[config.mk]
export PLATFORM = sky130hd
export DESIGN_NAME = sys_tick_timer
export DESIGN_NICKNAME = d
export VERILOG_FILES = /design/src/rtl/sys_tick_timer.sv
export SDC_FILE = /design/constraint.sdc
export NUM_CORES = 1
export LEC_CHECK = 0
export BUFFER_PORTS_ARGS = -buffer_cell sky130_fd_sc_hd__buf_2
export CAP_MARGIN = 20
export CORE_ASPECT_RATIO = 0.9
export CORE_MARGIN = 2
export CORE_UTILIZATION = 50
export CTS_CLUSTER_DIAMETER = 60
export DETAILED_ROUTE_END_ITERATION = 8
export PLACE_DENSITY = 0.68
export SLEW_MARGIN = 20
export SYNTH_ARGS = -nofsm -noshare
export SYNTH_HDL_FRONTEND = slang
export SYNTH_SLANG_ARGS = --single-unit
[constraint.sdc]
create_clock -name clk -period 7.03 [get_ports clk]
set_input_delay 0 -clock clk [delete_from_list [all_inputs] [get_ports clk]]
set_output_delay 0 -clock clk [all_outputs]
set_load 0.005 [all_outputs]
[src/rtl/sys_tick_timer.sv]
module sys_tick_timer #(
  parameter int DW   = 32,
  parameter int AW   = 4,
  parameter int NIRQ = 4
) (
  input  logic          clk,
  input  logic          rst_n,
  input  logic          tick_en,
  input  logic          wr_en,
  input  logic          rd_en,
  input  logic [AW-1:0] addr,
  input  logic [DW-1:0] wdata,
  output logic [DW-1:0] rdata,
  input  logic          irq_ack,
  output logic          sys_irq
);
  localparam logic [AW-1:0] A_CTRL  = AW'(0);
  localparam logic [AW-1:0] A_PIT   = AW'(1);
  localparam logic [AW-1:0] A_WDM   = AW'(2);
  localparam logic [AW-1:0] A_RTM   = AW'(3);
  localparam logic [AW-1:0] A_STAT  = AW'(4);
  localparam logic [AW-1:0] A_ISET  = AW'(5);
  localparam logic [AW-1:0] A_ICLR  = AW'(6);
  localparam logic [AW-1:0] A_MASK  = AW'(7);
  localparam logic [AW-1:0] A_ALRM  = AW'(8);
  localparam logic [AW-1:0] A_PCNT  = AW'(9);
  localparam logic [AW-1:0] A_WCNT  = AW'(10);
  localparam logic [AW-1:0] A_RCNT  = AW'(11);
  localparam int            PAD     = DW - NIRQ;

  logic [DW-1:0]   pit_mode, pit_cnt, wd_mode, wd_cnt, rt_mode, rt_cnt, alarm;
  logic [NIRQ-1:0] status, mask, mask_nxt;

  wire wr_pit  = wr_en && addr == A_PIT;
  wire wr_iset = wr_en && addr == A_ISET;
  wire wr_iclr = wr_en && addr == A_ICLR;
  wire rd_stat = rd_en && addr == A_STAT;
  wire pit_on  = pit_mode != '0;
  wire expire  = tick_en && !wr_pit && pit_on && pit_cnt == '0;

  assign mask_nxt = wr_iset ? (mask | wdata[NIRQ-1:0])
                  : wr_iclr ? (mask & ~wdata[NIRQ-1:0]) : mask;

  wire irq_set = (expire && mask[0]) || (wr_iset && mask_nxt != '0);

  always_ff @(posedge clk or negedge rst_n) begin
    if (!rst_n) begin
      pit_mode <= '0;
      pit_cnt  <= '0;
    end else if (wr_pit) begin
      pit_mode <= wdata;
      pit_cnt  <= wdata;
    end else if (tick_en && pit_on) begin
      pit_cnt  <= (pit_cnt == '0) ? pit_mode : pit_cnt - 1'b1;
    end
  end

  always_ff @(posedge clk or negedge rst_n) begin
    if (!rst_n) begin
      wd_mode <= '0;
      wd_cnt  <= '0;
      rt_mode <= '0;
      rt_cnt  <= '0;
      alarm   <= '0;
    end else if (wr_en) begin
      case (addr)
        A_CTRL: wd_cnt <= wd_mode;
        A_WDM:  begin wd_mode <= wdata; wd_cnt <= wdata; end
        A_RTM:  begin rt_mode <= wdata; rt_cnt <= wdata; end
        A_ALRM: alarm <= wdata;
        default: ;
      endcase
    end
  end

  always_ff @(posedge clk or negedge rst_n) begin
    if (!rst_n) begin
      status  <= '0;
      mask    <= '0;
      sys_irq <= 1'b0;
    end else begin
      status  <= (rd_stat ? '0 : status) | {{(NIRQ-1){1'b0}}, expire};
      mask    <= mask_nxt;
      sys_irq <= irq_set | (sys_irq & ~irq_ack);
    end
  end

  always_comb begin
    case (addr)
      A_PIT:   rdata = pit_mode;
      A_WDM:   rdata = wd_mode;
      A_RTM:   rdata = rt_mode;
      A_STAT:  rdata = {{PAD{1'b0}}, status};
      A_MASK:  rdata = {{PAD{1'b0}}, mask};
      A_ALRM:  rdata = alarm;
      A_PCNT:  rdata = pit_cnt;
      A_WCNT:  rdata = wd_cnt;
      A_RCNT:  rdata = rt_cnt;
      default: rdata = '0;
    endcase
  end
endmodule

==> summary.log <==
INFO  final_layout   fin_area=11,530squm
INFO  routing        drt_first_iter_violations=827
INFO  critical_path  reg2regPathDepth=5
INFO  placed_design  dp_hpwl=17,500microns
INFO  grt            total_routing_usage_reported_by_global_routing=26.10%
INFO  timing         rsz0062_at_grt=false
INFO  routing        route.vias.total=8,328
INFO  job            drv_cap=0
INFO  critical_path  element_type_at_the_critical_path_start=flop
INFO  synth          synth.top_cells.by_area=sky130_fd_sc_hd__dfrtp_1, sky130_fd_sc_hd__mux2_2, sky130_fd_sc_hd__a22oi_1
INFO  placed_design  finalWeightedCongestion=0.8956
INFO  synth          net_count_after_synthesis=1,029
INFO  synth          yosys.cell_types.count=56
INFO  final_layout   post_route_cells_drive_above_1_share=22.16%
INFO  timing         fin_tns_setup=0ps
INFO  floorplan      core_region_area=19,800squm
INFO  routing        wire_per_inst=20.38microns
INFO  synth          synth_top_area_cell=sky130_fd_sc_hd__dfrtp_1
INFO  timing         achievable-frequency=0.3320GHz
INFO  critical_path  timing.critical_path.fanout_max=13
INFO  critical_path  cpMaxStageDelayCell=sky130_fd_sc_hd__nor4_4
INFO  final_layout   multi_input_combinational_cell_area=4792squm
INFO  power          static-leakage-power=4.950nW
INFO  synth          synthesis.instances=985
INFO  synth          mappedNetlistArea=10,020squm
INFO  critical_path  timing.critical_path.from=pit_cnt[8]
INFO  final_layout   area_overhead_vs_synth=15.07%
INFO  final_layout   final.fill_count=1,739
INFO  grt            first_global_vias=8,143
INFO  clock_tree     max-clock-path-buffers=2
INFO  synth          synth_top_area_share=49.46%
INFO  routing        post_drt_via_cell_ratio=6.309
INFO  routing        routedLengthMet1=12,260microns
INFO  power          total_power=3.483mW
INFO  clock_tree     clkLatencyLatePin=440ps
INFO  outcome        run_status=finished, final reports clean
INFO  critical_path  cp-end-kind=flop
INFO  critical_path  reg2reg_setup_slack=4020ps
INFO  floorplan      std_cell_rows=49
INFO  critical_path  crit_chain=nor3_1 > nand4_1 > nor4_4 > mux2_4 > o221ai_2
INFO  timing         slew_headroom=37.87%
INFO  synth          yosysWarnings=0
INFO  critical_path  timing.critical_path.required=7370ps
INFO  synth          synthesis.area_per_instance=10.17squm
INFO  clock_tree     post-cts-setup-buffers=0
INFO  clock_tree     cts-root-buf=sky130_fd_sc_hd__clkbuf_16
INFO  routing        routed_wl_met3=1619microns
INFO  critical_path  timing_worst_setup_path_type=flop to flop
INFO  timing         clock_period_minus_final_worst_setup_slack=3012ps
INFO  routing        drt_first_pass_iters=5
INFO  timing         slew_violations=0
INFO  placed_design  port_buffers=74
INFO  timing         finalHoldViolCount=0
INFO  routing        wl_final=26,910microns
INFO  routing        detail_route.drc_violations=0
INFO  hold_path      timing.hold.worst.class=input port to flop
INFO  critical_path  worstReg2RegEnd=pit_cnt[1]
INFO  timing         finalClockSkew=9.037ps
INFO  synth          postSynth.topFlopCell=sky130_fd_sc_hd__dfrtp_1
INFO  clock_tree     clock_sinks=198
INFO  final_layout   diodes=0
INFO  grt            antenna_violations_before_repair=0
INFO  placed_design  place_area=10,610squm
INFO  power          irDropWorstVdd=153.9uV
INFO  timing         worst_slew_pin_slew=932.0ps
INFO  critical_path  cp_slowest_stage_delay=810ps
INFO  floorplan      die_w=153.2microns
INFO  timing         fin_hold_ws=55.95ps
INFO  synth          seq_area_frac_synth=49.46%
INFO  clock_tree     clk_pin_slew=70ps
INFO  routing        highest-signal-layer=met4
INFO  floorplan      ios=75
INFO  routing        route.antenna.remaining_nets=0
INFO  floorplan      initial_utilization=50.59%
INFO  placed_design  place_inst=1,254
INFO  final_layout   finish.cell_count_without_fillers=1,320
INFO  grt            grt_max_degree=74
INFO  synth          synth-edff-count=0
INFO  timing         setup-violations-final=0
INFO  clock_tree     h_tree_depth=4
INFO  final_layout   num-nets-final=1,098
INFO  synth          ys_ff_latch=198
INFO  grt            grt_pass1_wl=44,650microns
INFO  clock_tree     clock_tree_from_tritoncts=yes
INFO  floorplan      area_of_the_die=21,190squm
INFO  power          p_per_area=302.1nW/um^2
INFO  grt            grt-ovfl-total=0
INFO  routing        wl_met2=12,670microns
INFO  critical_path  timing.rr.start=pit_cnt[8]
INFO  critical_path  timing.critical_path.arrival=3360ps
INFO  final_layout   seqCellArea=4955squm
INFO  synth          postSynth.asyncResetShare=100.0%
INFO  critical_path  setup.worst_path.end=pit_cnt[1]
INFO  clock_tree     cts_made_buffers=17
INFO  floorplan      die_y=138.3microns
INFO  timing         final.period_utilization=42.85%
stage by stage:
step	util [%]	setup WS (ps)
floorplan	-	4580
global placement	53.42	4100
detailed placement	53.56	4059
CTS	58.21	4057
global route	58.22	3701
finish	58.22	4018
layout by cell type (no fill, tap or decap), types with 33 or more instances in the layout:
master | synthesis | routed
sky130_fd_sc_hd__a21oi_1 | 40 | 40
sky130_fd_sc_hd__a22oi_1 | 94 | 94
sky130_fd_sc_hd__buf_2 | 0 | 73
sky130_fd_sc_hd__dfrtp_1 | 198 | 198
sky130_fd_sc_hd__dlygate4sd3_1 | 0 | 36
sky130_fd_sc_hd__mux2_2 | 92 | 92
sky130_fd_sc_hd__mux2i_1 | 33 | 33
sky130_fd_sc_hd__nand2_1 | 108 | 107
sky130_fd_sc_hd__nand3_1 | 65 | 65
sky130_fd_sc_hd__nor2_1 | 70 | 66
cell usage after synthesis (3+ instances only):
| cell type | count |
|---|---|
| sky130_fd_sc_hd__dfrtp_1 | 198 |
| sky130_fd_sc_hd__nand2_1 | 108 |
| sky130_fd_sc_hd__a22oi_1 | 94 |
| sky130_fd_sc_hd__mux2_2 | 92 |
| sky130_fd_sc_hd__nor2_1 | 70 |
| sky130_fd_sc_hd__clkbuf_1 | 65 |
| sky130_fd_sc_hd__nand3_1 | 65 |
| sky130_fd_sc_hd__a21oi_1 | 40 |
| sky130_fd_sc_hd__mux2i_1 | 33 |
| sky130_fd_sc_hd__o21ai_0 | 28 |
| sky130_fd_sc_hd__nor4_1 | 27 |
| sky130_fd_sc_hd__nor3_1 | 23 |
| sky130_fd_sc_hd__o211ai_1 | 16 |
| sky130_fd_sc_hd__o311ai_0 | 13 |
| sky130_fd_sc_hd__buf_1 | 8 |
| sky130_fd_sc_hd__nand4_1 | 8 |
| sky130_fd_sc_hd__o31a_1 | 7 |
| sky130_fd_sc_hd__inv_1 | 6 |
| sky130_fd_sc_hd__nand2b_1 | 6 |
| sky130_fd_sc_hd__nor3b_1 | 6 |
| sky130_fd_sc_hd__xnor2_1 | 6 |
| sky130_fd_sc_hd__or4_1 | 5 |
| sky130_fd_sc_hd__xor2_1 | 5 |
| sky130_fd_sc_hd__or3_1 | 4 |
| sky130_fd_sc_hd__a222oi_1 | 3 |
| sky130_fd_sc_hd__o31a_2 | 3 |
| sky130_fd_sc_hd__o31ai_1 | 3 |
metal layers:
layer,global-route usage (%),up-vias
li1,-,3817
met1,38.58,4198
met2,40.70,285
met3,4.013,28
met4,6.335,0
met5,0,-
layout make-up:
| type | instances | share of cell area [%] |
|---|---|---|
| clock inverters | 7 | 0.6295 |
| repair buffers | 126 | 7.630 |
| flip-flops and latches | 198 | 42.98 |
| inverters | 6 | 0.1954 |
| multi-input cells | 705 | 41.57 |
| well taps | 255 | 2.768 |
| clock buffers | 23 | 4.233 |
how the worst min path moves through the flow:
stage | depth (start not counted) | slack (ps) | start | to
after CTS | 5 | 50 | addr[0] | mask[2]
after global placement | 1 | 20 | rst_n | wd_cnt[2]
after detailed placement | 1 | 20 | rst_n | sys_irq
after global routing | 5 | 80 | addr[0] | mask[2]
after floorplan | 0 | -300 | rst_n | alarm[0]
final | 5 | 60 | addr[0] | mask[2]
state kept, by name, summed over array words and instances (netlist names):
signal	flops
mask	4
rt_cnt	32
pit_cnt	32
status	1
wd_cnt	32
alarm	32
sys_irq	1
pit_mode	32
wd_mode	32
power by group:
group          total [mW]  internal (mW)  leakage, nW  switching [mW]
registers            1.73           1.42         2.44           0.313
clock network       0.946          0.523        0.271           0.423
logic               0.809          0.397         2.24           0.412
cells by family after synthesis:
| group | Yosys count | share of synthesized area (%) |
|---|---|---|
| and+or+nand+nor | 343 | 16.77 |
| adders and majority gates | 2 | 0.2497 |
| AOI/OAI and AO/OA | 223 | 15.55 |
| DFF | 198 | 49.46 |
| muxes | 126 | 13.79 |
| buffers and inverters | 82 | 3.222 |
| xor gates and xnor gates | 11 | 0.9616 |
critical path: cells and delay by family (launching register included):
kind | cells | cell delay (ps)
AO/OA/AOI/OAI | 1 | 140
flip-flops | 1 | 480
multiplexers | 1 | 360
AND/OR/NAND/NOR | 3 | 1940
repair_timing:
item                                   in CTS  in global routing
hold buffers                               36                  0
endpoints found under the hold margin     255                  0
resized for setup                           0                  0
Power figures use the tool's default switching activity.
